**src/rtl/pnq_pkg.sv**
```systemverilog
package pnq_pkg;
    typedef enum logic [3:0] {
        OP_NOP          = 4'd0,
        OP_ENQ_TX       = 4'd1,
        OP_RX_RELEASE   = 4'd2,
        OP_RX_TO_TX     = 4'd3,
        OP_RX_DROP      = 4'd4,
        OP_RX_ROTATE    = 4'd5,
        OP_DONE_POP     = 4'd6,
        OP_DONE_REQUEUE = 4'd7,
        OP_TX_DROP      = 4'd8,
        OP_CLR_OVF      = 4'd9,
        OP_DONE_DROP    = 4'd10
    } pnq_op_e;

    typedef enum logic {
        TXS_IDLE = 1'b0,
        TXS_SEND = 1'b1
    } txs_e;

    localparam int IRQ_RX  = 0;
    localparam int IRQ_TXC = 1;
    localparam int IRQ_TXE = 2;
    localparam int IRQ_OVF = 3;
    localparam int IRQ_N   = 4;
endpackage

```
**src/rtl/pnq_queue.sv**
```systemverilog
// Ordered queue with one push, one delete at any index and a value search per cycle.
module pnq_queue #(
    parameter int W     = 5,
    parameter int KW    = 5,
    parameter int DEPTH = 24,
    localparam int IW   = $clog2(DEPTH),
    localparam int CW   = $clog2(DEPTH + 1)
) (
    input  logic          clk,
    input  logic          rst_n,
    input  logic          push,
    input  logic [W-1:0]  push_data,
    input  logic          del,
    input  logic [IW-1:0] del_idx,
    input  logic [KW-1:0] find_val,
    output logic          find_hit,
    output logic [IW-1:0] find_idx,
    output logic [W-1:0]  head,
    output logic          empty,
    output logic          full,
    output logic          ovf
);
    logic [W-1:0]  mem [DEPTH];
    logic [W-1:0]  nxt [DEPTH];
    logic [CW-1:0] cnt, ncnt;
    logic          push_ok;

    assign empty   = (cnt == '0);
    assign full    = (cnt == CW'(DEPTH));
    assign push_ok = push && (!full || del);
    assign ovf     = push && full && !del;
    assign head    = mem[0];

    always_comb begin
        nxt  = mem;
        ncnt = cnt;
        if (del && !empty) begin
            for (int i = 0; i < DEPTH - 1; i++) begin
                if (IW'(i) >= del_idx) nxt[i] = mem[i+1];
            end
            ncnt = cnt - CW'(1);
        end
        if (push_ok) begin
            for (int i = 0; i < DEPTH; i++) begin
                if (CW'(i) == ncnt) nxt[i] = push_data;
            end
            ncnt = ncnt + CW'(1);
        end
    end

    // lowest matching position wins
    always_comb begin
        find_hit = 1'b0;
        find_idx = '0;
        for (int i = DEPTH - 1; i >= 0; i--) begin
            if (CW'(i) < cnt && mem[i][KW-1:0] == find_val) begin
                find_hit = 1'b1;
                find_idx = IW'(i);
            end
        end
    end

    always_ff @(posedge clk) begin
        if (!rst_n) begin
            cnt <= '0;
            for (int i = 0; i < DEPTH; i++) mem[i] <= '0;
        end else begin
            cnt <= ncnt;
            for (int i = 0; i < DEPTH; i++) mem[i] <= nxt[i];
        end
    end
endmodule

```
**src/rtl/pnq_txeng.sv**
```systemverilog
// Transmit engine: claims the pending head, records the outcome.
module pnq_txeng
    import pnq_pkg::*;
#(
    parameter int PNW = 5
) (
    input  logic           clk,
    input  logic           rst_n,
    input  logic           tx_take,
    input  logic           tx_finish,
    input  logic           tx_ok,
    input  logic           q_empty,
    input  logic [PNW-1:0] q_head,
    output logic           take_pop,
    output logic           busy,
    output logic [PNW-1:0] pn,
    output logic           done_push,
    output logic [PNW:0]   done_data
);
    txs_e state, state_nxt;

    always_ff @(posedge clk) begin
        if (!rst_n) state <= TXS_IDLE;
        else        state <= state_nxt;
    end

    always_comb begin
        state_nxt = state;
        take_pop  = 1'b0;
        done_push = 1'b0;
        unique case (state)
            TXS_IDLE: begin
                if (tx_take && !q_empty) begin
                    take_pop  = 1'b1;
                    state_nxt = TXS_SEND;
                end
            end
            TXS_SEND: begin
                if (tx_finish) begin
                    done_push = 1'b1;
                    state_nxt = TXS_IDLE;
                end
            end
            default: state_nxt = TXS_IDLE;
        endcase
    end

    always_ff @(posedge clk) begin
        if (!rst_n)        pn <= '0;
        else if (take_pop) pn <= q_head;
    end

    assign busy      = (state == TXS_SEND);
    assign done_data = {!tx_ok, pn};
endmodule

```
**src/rtl/pnq_irq.sv**
```systemverilog
// Status bits, chain gating and masked interrupt merge.
module pnq_irq
    import pnq_pkg::*;
(
    input  logic             rx_empty,
    input  logic             tx_empty,
    input  logic             busy,
    input  logic             done_empty,
    input  logic             done_fail,
    input  logic             chain_mode,
    input  logic             ovf_flag,
    input  logic [IRQ_N-1:0] mask,
    output logic [IRQ_N-1:0] stat,
    output logic             irq
);
    logic idle_drained;

    assign idle_drained  = tx_empty && !busy;
    assign stat[IRQ_RX]  = !rx_empty;
    assign stat[IRQ_TXC] = !done_empty && (!chain_mode || idle_drained || done_fail);
    assign stat[IRQ_TXE] = idle_drained;
    assign stat[IRQ_OVF] = ovf_flag;
    assign irq           = |(stat & mask);
endmodule

```
**src/rtl/pnq_mgr.sv**
```systemverilog
module pnq_mgr
    import pnq_pkg::*;
#(
    parameter int PNW   = 5,
    parameter int DEPTH = 24
) (
    input  logic           clk,
    input  logic           rst_n,
    input  logic           cmd_valid,
    input  logic [3:0]     cmd_op,
    input  logic [PNW-1:0] cmd_pn,
    output logic           cmd_err,
    input  logic           rx_in_valid,
    input  logic [PNW-1:0] rx_in_pn,
    output logic [PNW-1:0] rx_head,
    output logic           rx_empty,
    output logic           rx_full,
    input  logic           tx_take,
    input  logic           tx_finish,
    input  logic           tx_ok,
    output logic           tx_busy,
    output logic [PNW-1:0] tx_pn,
    output logic           tx_empty,
    output logic           tx_full,
    output logic [PNW:0]   done_head,
    output logic           done_empty,
    output logic           done_full,
    input  logic           chain_mode,
    input  logic [3:0]     irq_mask,
    output logic [3:0]     irq_stat,
    output logic           irq
);
    localparam int IW = $clog2(DEPTH);

    pnq_op_e        op;
    logic           take_pop, done_push;
    logic [PNW:0]   done_data;
    logic [PNW-1:0] tx_head;
    logic           tx_hit, rx_hit, done_hit;
    logic [IW-1:0]  tx_fidx, rx_fidx, done_fidx;
    logic           tx_ovf, rx_ovf, done_ovf, ovf_flag;

    logic           h_tx_push, h_tx_del, h_rx_del, h_rx_rot, h_done_del, h_clr;
    logic [PNW-1:0] h_tx_data;
    logic [IW-1:0]  h_tx_idx, h_rx_idx, h_done_idx;
    logic           tx_room;

    assign op      = cmd_valid ? pnq_op_e'(cmd_op) : OP_NOP;
    assign tx_room = !tx_full || take_pop;

    // host command decode
    always_comb begin
        h_tx_push  = 1'b0; h_tx_data = cmd_pn; h_tx_del  = 1'b0; h_tx_idx  = tx_fidx;
        h_rx_del   = 1'b0; h_rx_idx  = '0;     h_rx_rot  = 1'b0;
        h_done_del = 1'b0; h_done_idx = '0;    h_clr     = 1'b0;
        cmd_err    = 1'b0;
        unique case (op)
            OP_NOP: ;
            OP_ENQ_TX: h_tx_push = 1'b1;
            OP_RX_RELEASE: begin
                if (rx_empty) cmd_err  = 1'b1;
                else          h_rx_del = 1'b1;
            end
            OP_RX_TO_TX: begin
                if (rx_empty || !tx_room) cmd_err = 1'b1;
                else begin
                    h_rx_del  = 1'b1;
                    h_tx_push = 1'b1;
                    h_tx_data = rx_head;
                end
            end
            OP_RX_DROP: begin
                if (!rx_hit) cmd_err = 1'b1;
                else begin
                    h_rx_del = 1'b1;
                    h_rx_idx = rx_fidx;
                end
            end
            OP_RX_ROTATE: begin
                if (rx_empty || rx_in_valid) cmd_err = 1'b1;
                else begin
                    h_rx_del = 1'b1;
                    h_rx_rot = 1'b1;
                end
            end
            OP_DONE_POP: begin
                if (done_empty) cmd_err    = 1'b1;
                else            h_done_del = 1'b1;
            end
            OP_DONE_REQUEUE: begin
                if (done_empty || !tx_room) cmd_err = 1'b1;
                else begin
                    h_done_del = 1'b1;
                    h_tx_push  = 1'b1;
                    h_tx_data  = done_head[PNW-1:0];
                end
            end
            OP_TX_DROP: begin
                if (take_pop || !tx_hit) cmd_err  = 1'b1;
                else                     h_tx_del = 1'b1;
            end
            OP_CLR_OVF: h_clr = 1'b1;
            OP_DONE_DROP: begin
                if (!done_hit) cmd_err = 1'b1;
                else begin
                    h_done_del = 1'b1;
                    h_done_idx = done_fidx;
                end
            end
            default: cmd_err = 1'b1;
        endcase
    end

    pnq_queue #(.W(PNW), .KW(PNW), .DEPTH(DEPTH)) u_txq (
        .clk(clk), .rst_n(rst_n),
        .push(h_tx_push), .push_data(h_tx_data),
        .del(take_pop || h_tx_del), .del_idx(take_pop ? '0 : h_tx_idx),
        .find_val(cmd_pn), .find_hit(tx_hit), .find_idx(tx_fidx),
        .head(tx_head), .empty(tx_empty), .full(tx_full), .ovf(tx_ovf)
    );

    pnq_queue #(.W(PNW), .KW(PNW), .DEPTH(DEPTH)) u_rxq (
        .clk(clk), .rst_n(rst_n),
        .push(rx_in_valid || h_rx_rot), .push_data(rx_in_valid ? rx_in_pn : rx_head),
        .del(h_rx_del), .del_idx(h_rx_idx),
        .find_val(cmd_pn), .find_hit(rx_hit), .find_idx(rx_fidx),
        .head(rx_head), .empty(rx_empty), .full(rx_full), .ovf(rx_ovf)
    );

    pnq_queue #(.W(PNW + 1), .KW(PNW), .DEPTH(DEPTH)) u_doneq (
        .clk(clk), .rst_n(rst_n),
        .push(done_push), .push_data(done_data),
        .del(h_done_del), .del_idx(h_done_idx),
        .find_val(cmd_pn), .find_hit(done_hit), .find_idx(done_fidx),
        .head(done_head), .empty(done_empty), .full(done_full), .ovf(done_ovf)
    );

    pnq_txeng #(.PNW(PNW)) u_eng (
        .clk(clk), .rst_n(rst_n),
        .tx_take(tx_take), .tx_finish(tx_finish), .tx_ok(tx_ok),
        .q_empty(tx_empty), .q_head(tx_head),
        .take_pop(take_pop), .busy(tx_busy), .pn(tx_pn),
        .done_push(done_push), .done_data(done_data)
    );

    always_ff @(posedge clk) begin
        if (!rst_n)                            ovf_flag <= 1'b0;
        else if (tx_ovf || rx_ovf || done_ovf) ovf_flag <= 1'b1;
        else if (h_clr)                        ovf_flag <= 1'b0;
    end

    pnq_irq u_irq (
        .rx_empty(rx_empty), .tx_empty(tx_empty), .busy(tx_busy),
        .done_empty(done_empty), .done_fail(done_head[PNW]),
        .chain_mode(chain_mode), .ovf_flag(ovf_flag),
        .mask(irq_mask), .stat(irq_stat), .irq(irq)
    );
endmodule

```
**config.mk**
```make
export PLATFORM = sky130hd
export DESIGN_NAME = pnq_mgr
export DESIGN_NICKNAME = d
export VERILOG_FILES = /design/src/rtl/pnq_pkg.sv /design/src/rtl/pnq_queue.sv /design/src/rtl/pnq_txeng.sv /design/src/rtl/pnq_irq.sv /design/src/rtl/pnq_mgr.sv
export SDC_FILE = /design/constraint.sdc
export NUM_CORES = 1
export LEC_CHECK = 0
export BUFFER_PORTS_ARGS = -buffer_cell sky130_fd_sc_hd__buf_2
export CAP_MARGIN = 20
export CORE_MARGIN = 5
export CORE_UTILIZATION = 31
export CTS_CLUSTER_DIAMETER = 120
export DETAILED_ROUTE_END_ITERATION = 10
export SLEW_MARGIN = 20
export SYNTH_ARGS = -nofsm -noshare
export SYNTH_HDL_FRONTEND = slang
export SYNTH_SLANG_ARGS = --single-unit
```
**constraint.sdc**
```tcl
create_clock -name clk -period 4.3 [get_ports clk]
set_input_delay 0.215 -clock clk [delete_from_list [all_inputs] [get_ports clk]]
set_output_delay 0.215 -clock clk [all_outputs]
set_load 0.02 [all_outputs]
```
==> results of run 1 <==
[cell usage in the layout (no fill, tap or decap), drive strengths merged, types with 26 or more instances in the layout]
| cell | instances |
|---|---|
| nor3 | 66 |
| nand4 | 75 |
| a21oi | 261 |
| and3 | 27 |
| nor4 | 49 |
| mux2 | 54 |
| mux2i | 307 |
| nor2b | 26 |
| a31oi | 29 |
| nand3 | 68 |
| o41ai | 33 |
| o31ai | 67 |
| a211oi | 117 |
| clkbuf | 66 |
| xor2 | 197 |
| nand2 | 136 |
| o311a | 44 |
| o211ai | 27 |
| o21ai | 212 |
| inv | 26 |
| xnor2 | 180 |
| buf | 271 |
| dfxtp | 406 |
| nor2 | 149 |
[cell families (layout without fill, tap and decap cells)]
kind of cell / Yosys count / count (layout) / synth area share
compound gates: 997 / 997 / 0.257
simple gates: 719 / 719 / 0.137
flops: 406 / 406 / 0.294
buf+inv: 296 / 386 / 0.0547
fa+ha+maj: 12 / 12 / 0.00542
mux: 361 / 361 / 0.133
xor+xnor: 377 / 377 / 0.119
other cells: 0 / 1 / 0
[routing by layer]
layer,track usage,share of wire,vias to the layer above,wire length [um]
met2,0.293,0.42,885,41100
li1,-,-,12100,-
met3,0.0420,0.082,185,7910
met1,0.282,0.47,12300,45200
met5,0,0.00026,-,25
met4,0.0541,0.027,4,2620
[flip-flops by register name, indices dropped and copies added, names as in the netlist]
name	cells
u_txq.cnt	5
u_eng.busy	1
u_rxq.cnt	5
u_doneq.head	6
u_eng.pn	5
u_doneq.cnt	5
u_doneq.mem	138
u_txq.mem	115
u_rxq.mem	115
ovf_flag	1
u_rxq.head	5
u_txq.head	5
[timing repair]
action                                  in CTS  in global routing
hold buffers                                 2                  0
endpoints found under the hold margin       23                  0
resized for setup                            1                 11
pin swaps                                    0                 10
endpoints found under the setup margin       3                185
buffers inserted                             0                 11
[cell type report]
class | count | area, um^2 | share of cell area
multi-input combinational | 2466 | 18100 | 0.574
sequential | 406 | 8130 | 0.258
timing repair buffer | 273 | 2140 | 0.0678
tap | 1165 | 1460 | 0.0462
clock buffer | 66 | 1410 | 0.0448
clock inverter | 21 | 201 | 0.00638
inverter | 26 | 100 | 0.00317
antenna | 1 | 2.50 | 0.0000793
[worst paths after layout]
path	start	endpoint	slack, ns
setup / recovery	u_rxq.cnt[3]	u_rxq.mem[104]	0.17
hold / removal	tx_finish	u_eng.busy	0.05
setup reg to reg	u_rxq.cnt[3]	u_rxq.mem[104]	0.17
hold reg to reg	u_eng.pn[0]	u_eng.pn[0]	0.46
[power by group]
part           leakage (nW)  switching [mW]  total [mW]  internal (mW)
registers              3.27           0.139        4.02           3.88
logic                  7.86            2.63        3.99           1.35
clock network         0.793            1.77        4.25           2.48
[cells in the mapped netlist (26+ instances only)]
| cell type | count |
|---|---|
| buf_2 | 35 |
| a211oi_1 | 109 |
| nor2_1 | 144 |
| o21ai_0 | 175 |
| mux2_2 | 53 |
| nand4_1 | 75 |
| o31ai_1 | 63 |
| nor4_1 | 47 |
| nand3_1 | 68 |
| nor3_1 | 63 |
| and3_1 | 27 |
| nor2b_1 | 26 |
| mux2i_1 | 305 |
| o21ai_1 | 30 |
| clkbuf_1 | 149 |
| o41ai_1 | 29 |
| o311a_1 | 44 |
| buf_4 | 47 |
| xnor2_1 | 180 |
| dfxtp_1 | 406 |
| a21oi_1 | 253 |
| xor2_1 | 197 |
| nand2_1 | 136 |
[critical path: stages, from the launching register on]
cell       delay (ns)
dfxtp_1          0.45
o21ai_1          0.20
a2111oi_0        0.13
and3_1           0.29
or4b_4           0.59
or4b_4           0.62
o211a_2          0.37
mux2i_2          0.25
or4_1            0.53
buf_4            0.23
o311a_1          0.34
[through the flow]
| stage | utilization | cell area [um^2] | instances | TNS (ns) |
|---|---|---|---|---|
| after floorplan | - | 27700 | 3168 | 0 |
| after global placement | 0.337 | 29800 | 4323 | 0 |
| after detailed placement | 0.337 | 29800 | 4323 | -0.126 |
| after CTS | 0.355 | 31400 | 4412 | 0 |
| after global routing | 0.356 | 31600 | 4423 | -0.0148 |
| final | 0.357 | 31600 | 4424 | 0 |
==> results_dict.tcl, run 1 <==
set metrics [dict create \
    run_status "completed" \
    cts_tree "yes" \
    ant_nets 0 \
    yosysTopAreaCell "dfxtp_1" \
    synthArstFlopShare 0 \
    fmax_mhz 242 \
    syn_avg_cell_area_um2 8.74 \
    starting_density_of_the_core 0.313 \
    final_max_slew_viol_count 0 \
    clockRootBuffer "clkbuf_16" \
    die-width_um 309 \
    place_hpwl_um 69500 \
    global_route_wire_length_before_repair_um 148000 \
    hold_ws_ns 0.0536 \
    seq_area_frac_synth 0.294 \
    number_of_antenna_violations_at_the_first_check_in_global_routing 5 \
    routed_length_per_placed_instance_um 21.9 \
    slew_headroom 0.351 \
    first_pass_iters 5 \
    synth_top_flop_cell "dfxtp_1" \
    post_synth_inst_count 3168 \
    drc 0 \
    largest_cells_by_area_after_synthesis "dfxtp_1, mux2i_1, xor2_1" \
    syn-num-nets 3206 \
    synth-seq-cells 406 \
    end_kind "flop" \
    i_o_pin_total 55 \
    clock_tree.htree_level_count 2 \
    pwr_density_cell_nw_per_um2 388 \
    grt_start_max_net_pins 166 \
    timing_worst_slew_pin_value_ns 0.968 \
    cts_buffers 49 \
    fill_cells 9071 \
    global_route.usage.total 0.194 \
    layout_area_overhead_pct 14.0 \
    total_leakage_power_nw 11.9 \
    clock-skew-final_ns 0.0236 \
    floorplan.die_area_um2 95400 \
    timing.hold.worst_path_depth 3 \
    first_iter_violations 2396 \
    power.ir.vdd_worst_v 0.000276 \
    placement.io_buffers 54 \
    cts.path.max_buffers 3 \
    finalCriticalPeriod_ns 4.13 \
    gp_congestion 1.01 \
    post-place-ws_ns -0.0341 \
    synthDominantCellAreaShare 0.294 \
    warnings_from_yosys 0 \
    num_rows 109 \
    worst_skew_pair.late_latency_ns 0.61 \
    drive_gt1_frac 0.157 \
    clock_slew_at_reported_path_ffs_ns 0.06 \
    number_of_global_route_vias_before_repair 23600 \
    worst_reg_to_reg_cells 10 \
    route.final.wire_length_um 96900 \
    timing.hold.worst.class "in2reg" \
    core_area_um2 88500 \
    clock-sinks 406 \
    vias 25400 \
    maxCapViolations 0 \
    avgViaCountPerCell 5.74 \
    synth-edff-count 0 \
    die_h_um 309 \
    setup.worst_path.start_class "flop" \
    gr-total-overflow 0 \
    final.setup.worst_slack_ns 0.169 \
    netlist_area_um2 27700 \
    report.final.hold_viol_count 0 \
    timing.critical_path.required_ns 4.78 \
    finalSetupViolCount 0 \
    setup.worst_path.class "reg2reg" \
    ys_types 106 \
    arrival_ns 4.61 \
    period_share 0.961 \
    path_max_fanout 20 \
    final_net_count 3260 \
    total_power_mw 12.3 \
]
Note: power is estimated with default switching activity, not from simulation.
==> run 2, diff against run 1 <==
==> constraint.sdc (replaced) <==
create_clock -name clk -period 4.3 [get_ports clk]
set_input_delay 0.645 -clock clk [delete_from_list [all_inputs] [get_ports clk]]
set_output_delay 0.645 -clock clk [all_outputs]
set_load 0.02 [all_outputs]
==> run 2 against run 1 <==
Register-to-register slack got worse by 0.03 ns; core utilization increased by 1.9 points; die area unchanged; critical path type is now reg2out.
==> results_dict.tcl, run 2 (synthesis gave the netlist of run 1 again) <==
set metrics [dict create \
    run_status "completed" \
    first_iter_violations 2578 \
    timing.critical_path.required_ns 3.65 \
    totalNegativeSetupSlack_ns 0 \
    critPathTopFamily "simple AND/OR/NAND/NOR gates" \
    layout_area_overhead_pct 20.0 \
    pwr_density_cell_nw_per_um2 380 \
    post-place-ws_ns -0.278 \
    path_cells "or2_4, o311ai_4, nor3_2, or4b_4, or4b_4, buf_4, o31ai_4, buf_4, a211o_1, buf_6" \
    gp_congestion 0.962 \
    cts.path.max_buffers 3 \
    vias 26300 \
    max_stage_delay_ns 0.56 \
    finalCriticalPeriod_ns 4.24 \
    slew_headroom 0.264 \
    ant_nets 0 \
    placement.io_buffers 54 \
    period_share 0.985 \
    drc 0 \
    final.setup.worst_slack_ns 0.0631 \
    die-width_um 309 \
    core_area_um2 88500 \
    largest_register_ffs 138 \
    maxCapViolations 0 \
    largest_registers "u_doneq.mem x138, u_rxq.mem x115, u_txq.mem x115" \
    drive_gt1_frac 0.203 \
    clock-sinks 406 \
    clock-skew-final_ns 0.0320 \
    clockRootBuffer "clkbuf_16" \
    final_net_count 3438 \
    global_route.usage.total 0.200 \
    setup.worst_path.class "reg2out" \
    layout.cells.most_common_list "dfxtp_1, buf_4, mux2i_1, a21oi_1, xor2_1" \
    cts_tree "yes" \
    timing.critical_path.slowest_stage_cell "or4b_4" \
    global_route_wire_length_before_repair_um 151000 \
    rsz0062_at_grt "true" \
    i_o_pin_total 55 \
    route.final.wire_length_um 100000 \
    num_rows 109 \
    end_kind "output pin" \
    fin_area_um2 33200 \
    finalSetupViolCount 0 \
    number_of_antenna_violations_at_the_first_check_in_global_routing 3 \
    critPathBufInv 3 \
    timing_worst_slew_pin_value_ns 1.07 \
    arrival_ns 3.59 \
    place_hpwl_um 73000 \
    fmax_mhz 236 \
    timing.hold.worst.class "in2reg" \
    post-route-util 0.375 \
    routed_length_per_placed_instance_um 21.8 \
    path_max_fanout 7 \
    total_power_mw 12.6 \
    final_max_slew_viol_count 0 \
    postPlaceCellArea_um2 31500 \
    total_leakage_power_nw 12.9 \
    place_inst 4513 \
    max_flop_register "u_doneq.mem" \
    starting_density_of_the_core 0.313 \
    final-instance-count-excl-fill 4599 \
    worst_skew_pair.late_latency_ns 0.60 \
    report.final.hold_viol_count 0 \
    floorplan.die_area_um2 95400 \
    fill_cells 8983 \
    grt_start_max_net_pins 134 \
    setup.worst_path.start_class "flop" \
    clock_slew_at_reported_path_ffs_ns 0.06 \
    gr-total-overflow 0 \
    mostFrequentLayoutCell "dfxtp_1" \
    number_of_global_route_vias_before_repair 24700 \
    die_h_um 309 \
    cts_buffers 47 \
    power.ir.vdd_worst_v 0.000259 \
    first_pass_iters 6 \
    clock_tree.htree_level_count 2 \
    avgViaCountPerCell 5.72 \
    antenna-diode-count 0 \
    hold_ws_ns 0.385 \
]
## run 2: layer usage
layer	vias to the layer above	GRT usage	part of all wire	wire, um
met5	-	0	0	0
li1	12400	-	-	-
met4	0	0.0551	0.027	2750
met1	12700	0.288	0.46	46000
met2	983	0.305	0.43	43200
met3	176	0.0392	0.083	8370
## run 2: area by class of cell
type                       count  area (um^2)  area share
clock buffer                  67         1360      0.0411
clock inverter                16          243     0.00731
inverter                      26          100     0.00301
multi-input combinational   2466        18100       0.546
sequential                   406         8140       0.245
tap                         1165         1460      0.0439
timing repair buffer         453         3760       0.113
## run 2: power breakdown
group          leakage [nW]  internal (mW)  switching, mW
logic                  8.82           1.60           2.69
clock network         0.784           2.56           1.72
registers              3.28           3.88          0.166
total                  12.9           8.04           4.57
## run 2: worst paths after layout
kind / end / from / cells past startpoint / slack, ns
worst max register to register: u_doneq.head[5] / u_txq.cnt[0] / 12 / 0.14
worst min-delay path: u_doneq.mem[5] / tx_ok / 2 / 0.38
worst min register to register: u_eng.pn[1] / u_eng.pn[1] / 2 / 0.46
worst max-delay path: cmd_err / u_rxq.cnt[1] / 10 / 0.06
## run 2: what timing repair did
action                     CTS  global route
gates resized for setup     14            15
pin swaps                    2             6
hold buffers                 0             0
setup endpoints to repair    1            58
buffers inserted             0             3
==> run 3, diff against run 2 <==
--- a/config.mk
+++ b/config.mk
@@ -7,11 +7,12 @@
 export LEC_CHECK = 0
 export BUFFER_PORTS_ARGS = -buffer_cell sky130_fd_sc_hd__buf_2
 export CAP_MARGIN = 20
-export CORE_MARGIN = 5
+export CORE_MARGIN = 1.5
 export CORE_UTILIZATION = 31
 export CTS_CLUSTER_DIAMETER = 120
 export DETAILED_ROUTE_END_ITERATION = 10
 export SLEW_MARGIN = 20
 export SYNTH_ARGS = -nofsm -noshare
 export SYNTH_HDL_FRONTEND = slang
+export SYNTH_HIERARCHICAL = 1
 export SYNTH_SLANG_ARGS = --single-unit
==> run 3 against run 2 <==
Final cell count down 0.74%; via count down 8.3%; largest cell class unchanged; critical endpoint is now u_txq/mem[73]; highest routed layer is now met5; non-clock buffer count up 65; power down 23%; routed wire length down 12%; clock power up 4%; die area down 7.5%; setup slack better by 0.020 ns; synthesized cell count down 3.0%; hold slack better by 0.0045 ns; clock-buffer cell count down 3.
==> results_dict.tcl, run 3 <==
set metrics [dict create \
    arrival_ns 4.70 \
    end_kind "flop" \
    final_net_count 3432 \
    layout.cells.most_common_list "buf_4, dfxtp_1, mux2i_1, o21ai_0, nand2_1" \
    report.final.hold_viol_count 0 \
    starting_density_of_the_core 0.314 \
    drive_gt1_frac 0.274 \
    period_share 0.981 \
    max_flop_register "u_doneq/mem" \
    power.internal_mw 7.07 \
    total_leakage_power_nw 14.1 \
    global_route_wire_length_before_repair_um 137000 \
    place_inst 4466 \
    worst_skew_pair.late_latency_ns 0.62 \
    fmax_mhz 237 \
    die_h_um 297 \
    p_switching_mw 2.67 \
    number_of_global_route_vias_before_repair 23300 \
    post_synth_inst_count 3072 \
    final-instance-count-excl-fill 4565 \
    gr-total-overflow 0 \
    vias 24100 \
    avgViaCountPerCell 5.28 \
    syn-num-nets 3122 \
    syn_avg_cell_area_um2 8.73 \
    number_of_antenna_violations_at_the_first_check_in_global_routing 6 \
    timing_worst_slew_pin_value_ns 1.08 \
    first_iter_violations 2103 \
    finalCriticalPeriod_ns 4.22 \
    global_route.usage.total 0.191 \
    ys_types 105 \
    totalNegativeSetupSlack_ns 0 \
    fill_cells 8638 \
    largest_registers "u_doneq/mem x138, u_rxq/mem x115, u_txq/mem x115" \
    i_o_pin_total 55 \
    total_power_mw 9.74 \
    place_hpwl_um 64000 \
    grt_start_max_net_pins 109 \
    floorplan.die_area_um2 88300 \
    layout_area_overhead_pct 25.0 \
    final_max_slew_viol_count 0 \
    clock_slew_at_reported_path_ffs_ns 0.06 \
    clock-skew-final_ns 0.0378 \
    mostFrequentLayoutCell "buf_4" \
    setup.worst_path.class "in2reg" \
    cts_tree "yes" \
    sequential_cell_area_um2 8140 \
    synth-edff-count 0 \
    gp_congestion 0.934 \
    power.ir.vdd_worst_v 0.000281 \
    synthArstFlopShare 0 \
    first_pass_iters 5 \
    largest_register_ffs 138 \
    routed_length_per_placed_instance_um 19.2 \
    placement.io_buffers 54 \
    synth_top_flop_cell "dfxtp_1" \
    pwr_density_cell_nw_per_um2 291 \
    netlist_area_um2 26800 \
    drc 0 \
    finalSetupViolCount 0 \
    clockRootBuffer "clkbuf_16" \
    route.final.wire_length_um 87800 \
    num_rows 107 \
    path_max_fanout 21 \
    cts_buffers 48 \
    ant_nets 0 \
    clkPwrFrac 0.456 \
    warnings_from_yosys 6 \
    yosysTopAreaCell "dfxtp_1" \
    maxCapViolations 0 \
    most_frequent_cell_after_synthesis "dfxtp_1" \
    synth-seq-cells 406 \
    multi_input_comb_area_um2 17700 \
    synthDominantCellAreaShare 0.303 \
    die-width_um 297 \
    setup.worst_path.start_class "input pin" \
    run_status "completed" \
    seq_area_frac_synth 0.303 \
    timing.critical_path.required_ns 4.78 \
    post_synth_most_frequent_cells "dfxtp_1, mux2i_1, o21ai_0" \
    swShare 0.274 \
    cts.path.max_buffers 3 \
    slew_headroom 0.278 \
    core_area_um2 85400 \
    clock-sinks 406 \
    largest_cells_by_area_after_synthesis "dfxtp_1, mux2i_1, mux2_2" \
    seq_power_share 0.395 \
    timing.hold.worst.class "in2reg" \
    clock_tree.htree_level_count 2 \
    power.share.combinational 0.149 \
]
run 3: power by group through the flow:
stage	clock network [mW]	logic (mW)	registers, mW
floorplan	0	0.846	3.91
detailed placement	0	1.37	3.93
global route	4.71	1.54	3.85
CTS	4.56	1.38	3.84
global placement	0	1.37	3.93
finish	4.44	1.45	3.85
run 3: worst max-delay path, stage by stage:
cell	delay [ns]
buf_4	0.17
buf_4	0.18
buf_12	0.14
buf_12	0.17
xor2_1	0.18
a211oi_1	0.23
nand4_1	0.22
a21oi_2	0.21
nand2b_1	0.14
nand2b_1	0.16
or3b_1	0.17
a41o_4	0.26
nor4bb_1	0.36
mux2_2	0.42
nor2_1	0.25
nand2_1	0.18
buf_4	0.24
o311a_1	0.34
run 3: repair_timing:
action,4_1_cts,5_1_grt
cloned,0,1
endpoints found under the setup margin,52,374
buffers inserted,0,10
hold buffers,0,0
pin swaps,1,15
gates resized for setup,9,95
run 3: logic make-up after synthesis:
kind of cell,synth area share
simple gates,0.182
compound gates,0.167
flops,0.303
mux,0.158
xor+xnor,0.121
buf+inv,0.0562
fa+ha+maj,0.0112
run 3: layer usage:
metal	global-route usage	share of wire	up-vias	wire, um
met5	0	0.00041	-	36
met4	0.0475	0.022	6	1980
met3	0.0253	0.052	121	4590
met2	0.301	0.44	638	38700
met1	0.274	0.48	11600	42500
li1	-	-	11700	-
run 3: per-stage QoR:
| step | hold WS (ns) | cell area (um^2) | setup WS [ns] | utilization |
|---|---|---|---|---|
| after global routing | 0.401 | 33500 | -0.0839 | 0.392 |
| after detailed placement | 0.482 | 31300 | -0.543 | 0.366 |
| after floorplan | 0.447 | 27000 | 0.0157 | - |
| after CTS | 0.373 | 33000 | -0.00353 | 0.387 |
| final | 0.389 | 33500 | 0.0834 | 0.392 |
| after global placement | 0.475 | 31300 | -0.459 | 0.366 |
run 3: worst paths after layout:
kind                                       from              end  slack [ns]  cells past startpoint
worst max register to register   u_doneq/cnt[1]  u_doneq/mem[97]        0.15                     17
worst min register to register  u_doneq/mem[43]  u_doneq/mem[49]        0.48                      2
worst max-delay path                  cmd_pn[0]    u_txq/mem[73]        0.08                     18
worst min-delay path                  tx_finish       u_eng/busy        0.39                      3
run 3: area by class of cell:
class                   instances  area share
clock buffers                  64      0.0400
multi-input cells            2366       0.527
repair buffers                518       0.131
diodes                          1   0.0000747
inverters                      42     0.00478
well taps                    1144      0.0427
flip-flops and latches        406       0.243
clock inverters                24      0.0110
